`src/rtl/rxf_pkg.sv`:
```
package rxf_pkg;
  localparam int ADDR_BITS  = 48;
  localparam int OCTET      = 8;
  localparam int HDR_OCTETS = ADDR_BITS / OCTET;

  typedef logic [ADDR_BITS-1:0] mac_t;

  typedef struct packed {
    logic             sof;
    logic             eof;
    logic [OCTET-1:0] data;
  } beat_t;

  // All-ones destination.
  function automatic logic is_bcast(mac_t a);
    return &a;
  endfunction

  // Union of the accepted sources.
  function automatic logic dest_ok(mac_t d, mac_t uc, logic promisc, logic mc_hit);
    return promisc | is_bcast(d) | (d == uc) | mc_hit;
  endfunction
endpackage

```
`src/rtl/rxf_fifo.sv`:
```
module rxf_fifo #(
  parameter int W     = 10,
  parameter int DEPTH = 16
) (
  input  logic         clk,
  input  logic         rst_n,
  input  logic         push,
  input  logic [W-1:0] din,
  input  logic         pop,
  output logic [W-1:0] dout,
  output logic         empty,
  output logic         full
);
  localparam int AW = (DEPTH > 1) ? $clog2(DEPTH) : 1;
  localparam int CW = $clog2(DEPTH + 1);

  logic [W-1:0]  mem [DEPTH];
  logic [AW-1:0] wp, rp;
  logic [CW-1:0] cnt;
  logic          do_push, do_pop;

  assign full    = (cnt == CW'(DEPTH));
  assign empty   = (cnt == '0);
  assign do_push = push && !full;
  assign do_pop  = pop && !empty;
  assign dout    = mem[rp];

  always_ff @(posedge clk) begin
    if (do_push) mem[wp] <= din;
  end

  always_ff @(posedge clk) begin
    if (!rst_n) begin
      wp  <= '0;
      rp  <= '0;
      cnt <= '0;
    end else begin
      if (do_push) wp <= (wp == AW'(DEPTH - 1)) ? '0 : wp + 1'b1;
      if (do_pop)  rp <= (rp == AW'(DEPTH - 1)) ? '0 : rp + 1'b1;
      cnt <= cnt + CW'(do_push) - CW'(do_pop);
    end
  end
endmodule

```
`src/rtl/rxf_cfg_regs.sv`:
```
module rxf_cfg_regs
  import rxf_pkg::*;
#(
  parameter int N_MC = 4,
  parameter int AW   = 3
) (
  input  logic                 clk,
  input  logic                 rst_n,
  input  logic                 we,
  input  logic [AW-1:0]        addr,
  input  logic [ADDR_BITS:0]   wdata,
  output mac_t                 uc_addr,
  output logic                 promisc,
  output mac_t [N_MC-1:0]      mc_addr,
  output logic [N_MC-1:0]      mc_vld
);
  always_ff @(posedge clk) begin
    if (!rst_n) begin
      uc_addr <= '0;
      promisc <= 1'b0;
    end else if (we) begin
      if (addr == AW'(0)) uc_addr <= wdata[ADDR_BITS-1:0];
      if (addr == AW'(1)) promisc <= wdata[0];
    end
  end

  for (genvar i = 0; i < N_MC; i++) begin : g_entry
    always_ff @(posedge clk) begin
      if (!rst_n) begin
        mc_addr[i] <= '0;
        mc_vld[i]  <= 1'b0;
      end else if (we && addr == AW'(i + 2)) begin
        mc_addr[i] <= wdata[ADDR_BITS-1:0];
        mc_vld[i]  <= wdata[ADDR_BITS];
      end
    end
  end
endmodule

```
`src/rtl/rxf_hdr_track.sv`:
```
module rxf_hdr_track
  import rxf_pkg::*;
(
  input  logic             clk,
  input  logic             rst_n,
  input  logic             in_valid,
  input  logic             in_sof,
  input  logic             in_eof,
  input  logic [OCTET-1:0] in_data,
  output logic             take,
  output logic             decide_now,
  output logic             short_end,
  output mac_t             dest
);
  localparam int CW     = $clog2(HDR_OCTETS + 1);
  localparam int HIST_W = ADDR_BITS - OCTET;

  logic [CW-1:0]     idx, pos;
  logic              in_frame;
  logic [HIST_W-1:0] hist;

  assign take       = in_valid && (in_sof || in_frame);
  assign pos        = in_sof ? '0 : idx;
  assign decide_now = take && (pos == CW'(HDR_OCTETS - 1));
  assign short_end  = take && in_eof && (pos < CW'(HDR_OCTETS - 1));
  assign dest       = {hist, in_data};

  always_ff @(posedge clk) begin
    if (!rst_n) begin
      idx      <= '0;
      in_frame <= 1'b0;
      hist     <= '0;
    end else if (take) begin
      hist     <= {hist[HIST_W-OCTET-1:0], in_data};
      in_frame <= !in_eof;
      if (in_eof)                        idx <= '0;
      else if (pos != CW'(HDR_OCTETS))   idx <= pos + 1'b1;
      else                               idx <= pos;
    end
  end
endmodule

```
`src/rtl/rxf_mc_match.sv`:
```
module rxf_mc_match
  import rxf_pkg::*;
#(
  parameter int N_MC = 4
) (
  input  mac_t            dest,
  input  mac_t [N_MC-1:0] mc_addr,
  input  logic [N_MC-1:0] mc_vld,
  output logic            hit
);
  logic [N_MC-1:0] eq;

  for (genvar i = 0; i < N_MC; i++) begin : g_cmp
    assign eq[i] = mc_vld[i] && (mc_addr[i] == dest);
  end

  assign hit = |eq;
endmodule

```
`src/rtl/rx_dest_filter.sv`:
```
module rx_dest_filter
  import rxf_pkg::*;
#(
  parameter int N_MC       = 4,
  parameter int DATA_DEPTH = 16,
  parameter int VERD_DEPTH = 8,
  localparam int CFG_AW    = $clog2(N_MC + 2)
) (
  input  logic                 clk,
  input  logic                 rst_n,
  input  logic                 cfg_we,
  input  logic [CFG_AW-1:0]    cfg_addr,
  input  logic [ADDR_BITS:0]   cfg_wdata,
  input  logic                 in_valid,
  input  logic                 in_sof,
  input  logic                 in_eof,
  input  logic [OCTET-1:0]     in_data,
  output logic                 out_valid,
  output logic                 out_sof,
  output logic                 out_eof,
  output logic [OCTET-1:0]     out_data,
  output logic                 dec_valid,
  output logic                 dec_accept
);
  localparam int BEAT_W = $bits(beat_t);

  mac_t            uc_addr, dest;
  logic            promisc;
  mac_t [N_MC-1:0] mc_addr;
  logic [N_MC-1:0] mc_vld;

  // Named internal events, observed by the bound checker.
  logic  take, decide_now, short_end, mc_hit;
  logic  verdict_push, verdict_val;
  logic  data_empty, data_full, verd_empty, verd_full;
  logic  head_go, verd_head;
  beat_t in_beat, head_beat;

  rxf_cfg_regs #(.N_MC(N_MC), .AW(CFG_AW)) u_cfg (
    .clk(clk), .rst_n(rst_n), .we(cfg_we), .addr(cfg_addr), .wdata(cfg_wdata),
    .uc_addr(uc_addr), .promisc(promisc), .mc_addr(mc_addr), .mc_vld(mc_vld)
  );

  rxf_hdr_track u_hdr (
    .clk(clk), .rst_n(rst_n), .in_valid(in_valid), .in_sof(in_sof),
    .in_eof(in_eof), .in_data(in_data), .take(take),
    .decide_now(decide_now), .short_end(short_end), .dest(dest)
  );

  rxf_mc_match #(.N_MC(N_MC)) u_mc (
    .dest(dest), .mc_addr(mc_addr), .mc_vld(mc_vld), .hit(mc_hit)
  );

  assign verdict_push = decide_now || short_end;
  assign verdict_val  = decide_now && dest_ok(dest, uc_addr, promisc, mc_hit);

  assign in_beat = '{sof: in_sof, eof: in_eof, data: in_data};

  rxf_fifo #(.W(BEAT_W), .DEPTH(DATA_DEPTH)) u_data_q (
    .clk(clk), .rst_n(rst_n), .push(take), .din(in_beat),
    .pop(head_go), .dout(head_beat), .empty(data_empty), .full(data_full)
  );

  rxf_fifo #(.W(1), .DEPTH(VERD_DEPTH)) u_verd_q (
    .clk(clk), .rst_n(rst_n), .push(verdict_push), .din(verdict_val),
    .pop(head_go && head_beat.eof), .dout(verd_head),
    .empty(verd_empty), .full(verd_full)
  );

  // Head byte leaves once its frame's verdict is queued.
  assign head_go   = !data_empty && !verd_empty;
  assign out_valid = head_go && verd_head;
  assign out_sof   = head_beat.sof;
  assign out_eof   = head_beat.eof;
  assign out_data  = head_beat.data;

  always_ff @(posedge clk) begin
    if (!rst_n) begin
      dec_valid  <= 1'b0;
      dec_accept <= 1'b0;
    end else begin
      dec_valid  <= verdict_push;
      dec_accept <= verdict_val;
    end
  end
endmodule

```
`config.mk`:
```
export PLATFORM = sky130hd
export DESIGN_NAME = rx_dest_filter
export DESIGN_NICKNAME = d
export VERILOG_FILES = /design/src/rtl/rxf_pkg.sv /design/src/rtl/rxf_fifo.sv /design/src/rtl/rxf_cfg_regs.sv /design/src/rtl/rxf_hdr_track.sv /design/src/rtl/rxf_mc_match.sv /design/src/rtl/rx_dest_filter.sv
export SDC_FILE = /design/constraint.sdc
export NUM_CORES = 1
export LEC_CHECK = 0
export BUFFER_PORTS_ARGS = -buffer_cell sky130_fd_sc_hd__buf_4
export CAP_MARGIN = 20
export CORE_AREA = 4 4 205 207
export CTS_CLUSTER_DIAMETER = 100
export DETAILED_ROUTE_END_ITERATION = 6
export DIE_AREA = 0 0 209 211
export PLACE_DENSITY = 0.7
export SLEW_MARGIN = 20
export SYNTH_ARGS = -nofsm -noshare
export SYNTH_HDL_FRONTEND = slang
export SYNTH_HIERARCHICAL = 1
export SYNTH_SLANG_ARGS = --single-unit
export TNS_END_PERCENT = 10
```
`constraint.sdc`:
```
create_clock -name clk -period 4.15 [get_ports clk]
set_input_delay 0.83 -clock clk [delete_from_list [all_inputs] [get_ports clk]]
set_output_delay 0.83 -clock clk [all_outputs]
set_load 0.02 [all_outputs]
```
# Yosys cells after proc, flatten, opt, wreduce, memory -nomap -nowiden
# Memory sizes are Yosys's and may differ from the RTL's. A register that Yosys moved wholly into a read port is not among the register bits.
# Index checks and enable logic that the tools add are counted.
# op_classes
n_addsub	9
n_lt_le_gt_ge	1
eq_ne	18
n_mux	15
n_bitwise	3
reduce_logical	34
# ops
cell	count
48-bit == test	5
48-bit AND reduction	1
3-bit 2-to-1 mux	7
1-bit logical AND	20
4-bit 2-to-1 mux	4
3-bit == test (second input constant)	5
4-bit == test (second input constant)	3
3-bit by 1-bit adder with 3-bit output (second input constant)	3
4-bit by 1-bit adder with 4-bit output (second input constant)	2
3-bit by 2-bit == test with 1-bit output (second input constant)	2
5-bit by 1-bit adder with 5-bit output	1
5-bit == test (second input constant)	1
1-bit logical NOT	5
5-bit logical NOT	1
5-bit by 1-bit subtractor with 5-bit output	1
4-bit by 1-bit adder with 4-bit output	1
4-bit logical NOT	1
1-bit 2-to-1 mux	4
2-bit AND reduction	2
4-bit OR reduction	1
4-bit by 1-bit subtractor with 4-bit output	1
3-bit by 1-bit == test with 1-bit output (second input constant)	1
3-bit logical NOT	1
3-bit < comparator (second input constant)	1
other kinds (3)	6
# word_totals
reg_bits	314
ramBits	168
n_memories	2
# mem_list
memory	depth	word_bits	read_ports	rd_ports_with_merged_regs	write_ports	line	source
u_data_q.mem	16	10	1	1	1	rxf_fifo.sv:17	logic [W-1:0] mem [DEPTH];
u_verd_q.mem	8	1	1	1	1	rxf_fifo.sv:17	

# Depth between registers and ports, before layout
# Gate-level depths: netlist of run 1.
# depth
ltp_word	8
depth_mapped	15
depth_no_buf	15

# Modules after synthesis
# Netlist of run 1, hierarchy kept.
# by_module_without_submodules
mod	n_inst	cells_per_inst	area_each_um2	seq_area_each_um2
rxf_cfg_regs	1	851	8872.3	4904.7
rxf_fifo (u_data_q)	1	353	6998.0	5144.9
rxf_mc_match	1	288	2188.3	0.0
rxf_hdr_track	1	210	1694.1	880.8
rxf_fifo (u_verd_q)	1	90	1012.2	500.5
rx_dest_filter	1	89	730.7	40.0

# Worst setup path after synthesis of run 1
# OpenSTA, ideal clock, no wires.
# synth_path
path_kind	reg-to-reg
start	register (tool-made name)
end	register u_verd_q.cnt[2]
setup_ps	115
arrival_ps	3049
required_ps	4035
setup_slack_ps	986
stages_incl_launch_ff	16
n_path_buf	3
synth_period_minus_slack_ps	3164
cell_sequence	dfxtp_1 -> buf_6 -> buf_4 -> mux4_2 -> a22oi_1 -> nand2_1 -> and2_1 -> nor2b_1 -> clkbuf_1 -> ha_1 -> inv_1 -> ha_1 -> inv_1 -> fa_1 -> xnor2_1 -> and2_1
# synth_lines
item	line	source
end signal: assignment	rxf_fifo.sv:40	cnt <= cnt + CW'(do_push) - CW'(do_pop);
end: declaration	rxf_fifo.sv:19	logic [CW-1:0] cnt;

==> results of run 1 <==
[state kept, by name, summed over array words and instances, names as in the netlist, 3 cells and up, named ones only]
register,count
u_cfg/mc_addr,192
u_data_q/mem,160
u_cfg/uc_addr,48
u_hdr/hist,40
u_verd_q/mem,8
u_data_q/cnt,5
u_cfg/mc_vld,4
u_data_q/rp,4
u_data_q/wp,4
u_verd_q/cnt,4
u_hdr/idx,3
u_verd_q/rp,3
u_verd_q/wp,3
[area by class of cell]
cell class	count	area (µm²)	area share
well taps	532	666	0.0278
clock inverters	17	193	0.00803
multi-input cells	1248	9300	0.388
clock buffers	72	1430	0.0598
repair buffers	98	781	0.0325
inverters	37	139	0.00579
flip-flops and latches	489	11500	0.478
[worst register-to-register path: cells and delay by family (launching register included)]
family | cells | cell delay [ns]
AOI/OAI and AO/OA | 2 | 0.28
DFF | 1 | 0.71
and+or+nand+nor | 5 | 1.91
xor gates and xnor gates | 1 | 0.19
[cells in the final DEF, fill, tap and decap left out, types with 25 or more instances in the layout]
| master | n |
|---|---|
| a21oi_1 | 49 |
| and2_1 | 25 |
| buf_4 | 94 |
| clkbuf_16 | 50 |
| dfxtp_1 | 320 |
| edfxtp_1 | 168 |
| inv_1 | 31 |
| mux2i_1 | 252 |
| mux4_2 | 28 |
| nand2_1 | 409 |
| nand4_1 | 29 |
| nor4_1 | 52 |
| xnor2_1 | 29 |
| xor2_1 | 198 |
[power breakdown]
| part | switching [mW] | internal (mW) | total (mW) |
|---|---|---|---|
| registers | 0.129 | 5.10 | 5.22 |
| logic | 0.942 | 0.773 | 1.71 |
| clock network | 1.92 | 2.54 | 4.46 |
| total | 2.99 | 8.41 | 11.4 |
[per-stage QoR]
step	area [µm²]	instances	power, mW	utilization	hold WS (ns)
finish	24000	2493	11.4	0.594	0.458
global route	24000	2493	11.9	0.594	0.443
CTS	24000	2493	11.5	0.594	0.423
detailed placement	22400	2404	7.04	0.554	0.455
global placement	22400	2404	6.99	0.554	0.449
floorplan	21500	1880	6.55	-	0.434
[how the worst max path moves through the flow]
stage	from	end	slack, ns
floorplan	flop	u_verd_q/cnt[2]	0.99
global placement	in_sof	u_verd_q/cnt[2]	0.78
detailed placement	in_data[7]	u_verd_q/mem[1]	0.72
CTS	flop	out_data[5]	0.36
global route	flop	out_data[4]	0.25
finish	flop	out_data[5]	0.44
[metal layers]
| metal | wire length [µm] | GRT usage | vias to the layer above |
|---|---|---|---|
| li1 | - | - | 6656 |
| met5 | 0 | 0 | - |
| met1 | 24700 | 0.357 | 7185 |
| met2 | 28400 | 0.437 | 518 |
| met3 | 3120 | 0.0325 | 123 |
| met4 | 2720 | 0.118 | 0 |
==> flow_summary.json, run 1 <==
{
  "p_per_area_nw_per_um2": 475,
  "cts.sinks": 489,
  "required_ns": 3.32,
  "path_cells": "buf_4 > mux4_1 > a22oi_1 > nand2_1 > buf_4",
  "ctsResizeCount": 0,
  "rsz0062_at_grt": "no",
  "rows": 74,
  "clkTransAtPathRegs_ns": 0.06,
  "htree_levels": 2,
  "cts_root_buf": "clkbuf_16",
  "detail-route-antenna-nets": 0,
  "avgSynthCellArea_um2": 11.4,
  "max_freq_ghz": 0.270,
  "initial_core_util": 0.532,
  "cp-end-kind": "output pin",
  "overflow": 0,
  "max_slew_margin": 0.287,
  "syn_area_um2": 21500,
  "synth_warnings": 6,
  "initialDrtViolationCount": 1236,
  "antenna_cells": 0,
  "drive_gt1_frac": 0.112,
  "drc": 0,
  "path_buf_inv": 2,
  "setup_ws_ns": 0.442,
  "cts_buffer_depth": 3,
  "hold_path_class": "input pin to flop",
  "viasPerCell": 5.81,
  "crit_arrival_ns": 2.88,
  "crit_path_top_delay_cell": "mux4_1",
  "peakVddDrop_uv": 328,
  "pin_count": 79,
  "via_count": 14500,
  "postCtsSetupBuffers": 0,
  "status": "completed",
  "cp_max_fo": 36,
  "skew_ns": 0.0436,
  "hold_path_startpoint": "in_valid",
  "min_delay_path_depth": 2,
  "slew_viol_final": 0,
  "syn-num-nets": 1971,
  "leakagePower_nw": 10.6,
  "grt_pass1_wl_um": 89500,
  "holdPathEnd": "u_hdr/in_frame",
  "holdBufCountCts": 0,
  "rr_endpoint": "u_verd_q/mem[1]",
  "clkLatencyLatePin_ns": 0.62,
  "place_congestion": 0.880,
  "die-height_um": 211,
  "maxCapViolCount": 0,
  "cp_common_cell": "buf_4",
  "firstDrtPassIters": 6,
  "cts_buffers": 50,
  "finalHoldViolCount": 0,
  "grt_usage": 0.265,
  "fin_crit_sh": 0.893,
  "nNetsFinal": 2015,
  "timing.rr.start": "u_hdr/hist[8]",
  "core_area_um2": 40400,
  "cp-start-kind": "flop",
  "cts_tree": "done",
  "cp_num_cells": 5,
  "io_buffers": 78,
  "worstSetupPathType": "flop to output pin",
  "die_w_um": 209,
  "synthCells": 1880,
  "reg2regPathDepth": 8,
  "area_growth_pct": 11.6,
  "dp_hpwl_um": 39700,
  "fin_setup_tns_ns": 0,
  "finalSetupViolCount": 0,
  "tightest_slew_ns": 1.07,
  "layout_min_cycle_time_ns": 3.71,
  "antenna_found_initial": 0,
  "grt_max_degree": 111,
  "dieArea_um2": 44100,
  "dp_slack_ns": 0.721,
  "cp_slowest_stage_delay_ns": 0.63,
  "fillers": 3318,
  "reg2reg_slack_ns": 0.84,
  "crit_family": "buffers and inverters",
  "grt_pass1_vias": 14400,
  "totalWireLength_um": 58900,
  "post_drt_wl_per_cell_um": 23.6
}
Power figures use the tool's default switching activity.
==> inputs of run 2 (changes only) <==
--- a/config.mk
+++ b/config.mk
@@ -5,7 +5,7 @@
 export SDC_FILE = /design/constraint.sdc
 export NUM_CORES = 1
 export LEC_CHECK = 0
-export BUFFER_PORTS_ARGS = -buffer_cell sky130_fd_sc_hd__buf_4
+export BUFFER_PORTS_ARGS = -buffer_cell sky130_fd_sc_hd__buf_2
 export CAP_MARGIN = 20
 export CORE_AREA = 4 4 205 207
 export CTS_CLUSTER_DIAMETER = 100
==> run 2 against run 1 <==
Against the previous run: clock-buffer cell count grew 8; clock power grew 4.7%; sequential power about the same; non-clock buffer count increased by 12.
==> flow_summary.json, run 2 (synthesis gave the netlist of run 1 again) <==
{
  "cts_buffers": 51,
  "top_register": "u_cfg/mc_addr",
  "pin_count": 79,
  "reg2regPathDepth": 15,
  "slew_viol_final": 0,
  "maxCapViolCount": 0,
  "area_growth_pct": 11.6,
  "dpl_cell_area_um2": 22200,
  "final_cell_mix": "nand2_1, dfxtp_1, mux2i_1",
  "layout_min_cycle_time_ns": 3.87,
  "grt.met1_usage": 0.355,
  "grt_max_degree": 107,
  "tightest_slew_ns": 1.09,
  "nNetsFinal": 2028,
  "p_per_area_nw_per_um2": 482,
  "final_common_cell": "nand2_1",
  "initial_core_util": 0.532,
  "holdBufCountCts": 0,
  "reg.largest.list": "u_cfg/mc_addr x192, u_data_q/mem x160, u_cfg/uc_addr x48",
  "antenna_found_initial": 0,
  "use_met2": 0.449,
  "overflow": 0,
  "p_int_mw": 8.60,
  "die-height_um": 211,
  "via_count": 14600,
  "worstSetupPathType": "flop to output pin",
  "required_ns": 3.32,
  "drive_gt1_frac": 0.120,
  "cp_num_cells": 5,
  "hold_path_class": "flop to flop",
  "status": "completed",
  "power_frac_seq": 0.454,
  "firstDrtPassIters": 5,
  "totalWireLength_um": 60200,
  "place_inst": 2416,
  "largest_reg_flops": 192,
  "fin_setup_tns_ns": 0,
  "max_slew_margin": 0.271,
  "grt_pass1_vias": 14500,
  "finalSetupViolCount": 0,
  "cts_root_buf": "clkbuf_16",
  "dp_hpwl_um": 41000,
  "initialDrtViolationCount": 1335,
  "power_frac_clock": 0.404,
  "final_cells": 2512,
  "max_freq_ghz": 0.259,
  "finish.instance_area_um2": 24000,
  "grt_pass1_wl_um": 90500,
  "postCtsSetupBuffers": 0,
  "die_w_um": 209,
  "timing.rr.start": "u_data_q/cnt[2]",
  "dieArea_um2": 44100,
  "cts.sinks": 489,
  "cts_buffer_depth": 3,
  "hold_slack_ns": 0.461,
  "switching_share": 0.257,
  "rr_endpoint": "u_data_q/cnt[4]",
  "top_usage_layer": "met2",
  "viasPerCell": 5.81,
  "antenna_cells": 0,
  "crit_path_top_delay_cell": "dfxtp_2",
  "combPwrFrac": 0.143,
  "cp_slowest_stage_delay_ns": 0.68,
  "cp_max_fo": 25,
  "crit_arrival_ns": 3.04,
  "leakagePower_nw": 10.7,
  "cp-start-kind": "flop",
  "cp-end-kind": "output pin",
  "htree_levels": 2,
  "ctsResizeCount": 0,
  "clkTransAtPathRegs_ns": 0.06,
  "rsz0062_at_grt": "no",
  "rows": 74,
  "detail-route-antenna-nets": 0,
  "grt_usage": 0.271,
  "reg2reg_slack_ns": 0.85,
  "clkLatencyLatePin_ns": 0.60,
  "path_buf_inv": 2,
  "use_met3": 0.0342,
  "crit_family": "buffers and inverters",
  "endpoint": "out_sof",
  "path_cells": "buf_4 > mux4_1 > a22oi_1 > nand2_1 > buf_2",
  "p_sw_mw": 2.97,
  "place_congestion": 0.914,
  "cts_tree": "done",
  "fin_crit_sh": 0.932,
  "skew_ns": 0.0125,
  "core_area_um2": 40400,
  "drc": 0,
  "io_buffers": 78,
  "total_power_mw": 11.6,
  "post_drt_wl_per_cell_um": 24.0,
  "finalHoldViolCount": 0,
  "peakVddDrop_uv": 323
}
run 2: cell types whose count changed in the layout (fill, tap and decap cells not counted), sizes merged:
cell      before  now
clkinvlp       1    5
buf           98  110
inv           38   37
clkbuf        72   80
clkinv        13    8
bufinv         2    3
run 2: worst min-delay path by stage:
stage	start	to	slack [ns]	depth (start not counted)
2_1_floorplan	u_cfg/promisc	u_cfg/promisc	0.43	2
3_3_place_gp	u_cfg/mc_addr[72]	u_cfg/mc_addr[72]	0.45	2
3_5_place_dp	u_cfg/mc_addr[72]	u_cfg/mc_addr[72]	0.45	2
4_1_cts	u_cfg/mc_addr[72]	u_cfg/mc_addr[72]	0.46	2
5_1_grt	u_cfg/mc_addr[111]	u_cfg/mc_addr[111]	0.48	2
6_report	u_cfg/mc_addr[89]	u_cfg/mc_addr[89]	0.46	2
run 2: routing by layer:
| metal | part of all wire | wire [µm] |
|---|---|---|
| met1 | 0.41 | 24900 |
| met2 | 0.48 | 29000 |
| met4 | 0.050 | 3040 |
| met5 | 0 | 0 |
| met3 | 0.054 | 3270 |
run 2: worst reg2reg max path, cell delays in order, from the launching register on:
cell	delay [ns]
dfxtp_1	0.31
inv_1	0.08
ha_1	0.16
or4b_1	0.52
inv_1	0.08
nor2_1	0.08
nand2_1	0.19
inv_1	0.07
ha_1	0.28
inv_1	0.04
ha_1	0.20
fa_1	0.44
a21oi_1	0.17
nor2_1	0.06
or3_1	0.34
and3_1	0.18
run 2: final cells by class:
cell class                 count  area [µm²]
tap                          532         666
clock buffer                  80        1560
clock inverter                16         185
fill                        3408       16400
inverter                      37         139
sequential                   489       11500
multi-input combinational   1248        9300
timing repair buffer         110         666
run 2: per-stage QoR:
step	worst slack, ns	util
final	0.282	0.594
after global routing	0.0771	0.594
after CTS	0.173	0.594
after detailed placement	0.623	0.551
after global placement	0.653	0.551
after floorplan	0.986	-
run 2: power by group through the flow:
stage | Sequential [mW] | Combinational, mW | Clock [mW]
final | 5.25 | 1.65 | 4.67
after global routing | 5.27 | 1.80 | 4.97
after CTS | 5.25 | 1.66 | 4.77
after detailed placement | 5.35 | 1.65 | 0
after global placement | 5.35 | 1.62 | 0
after floorplan | 5.28 | 1.28 | 0
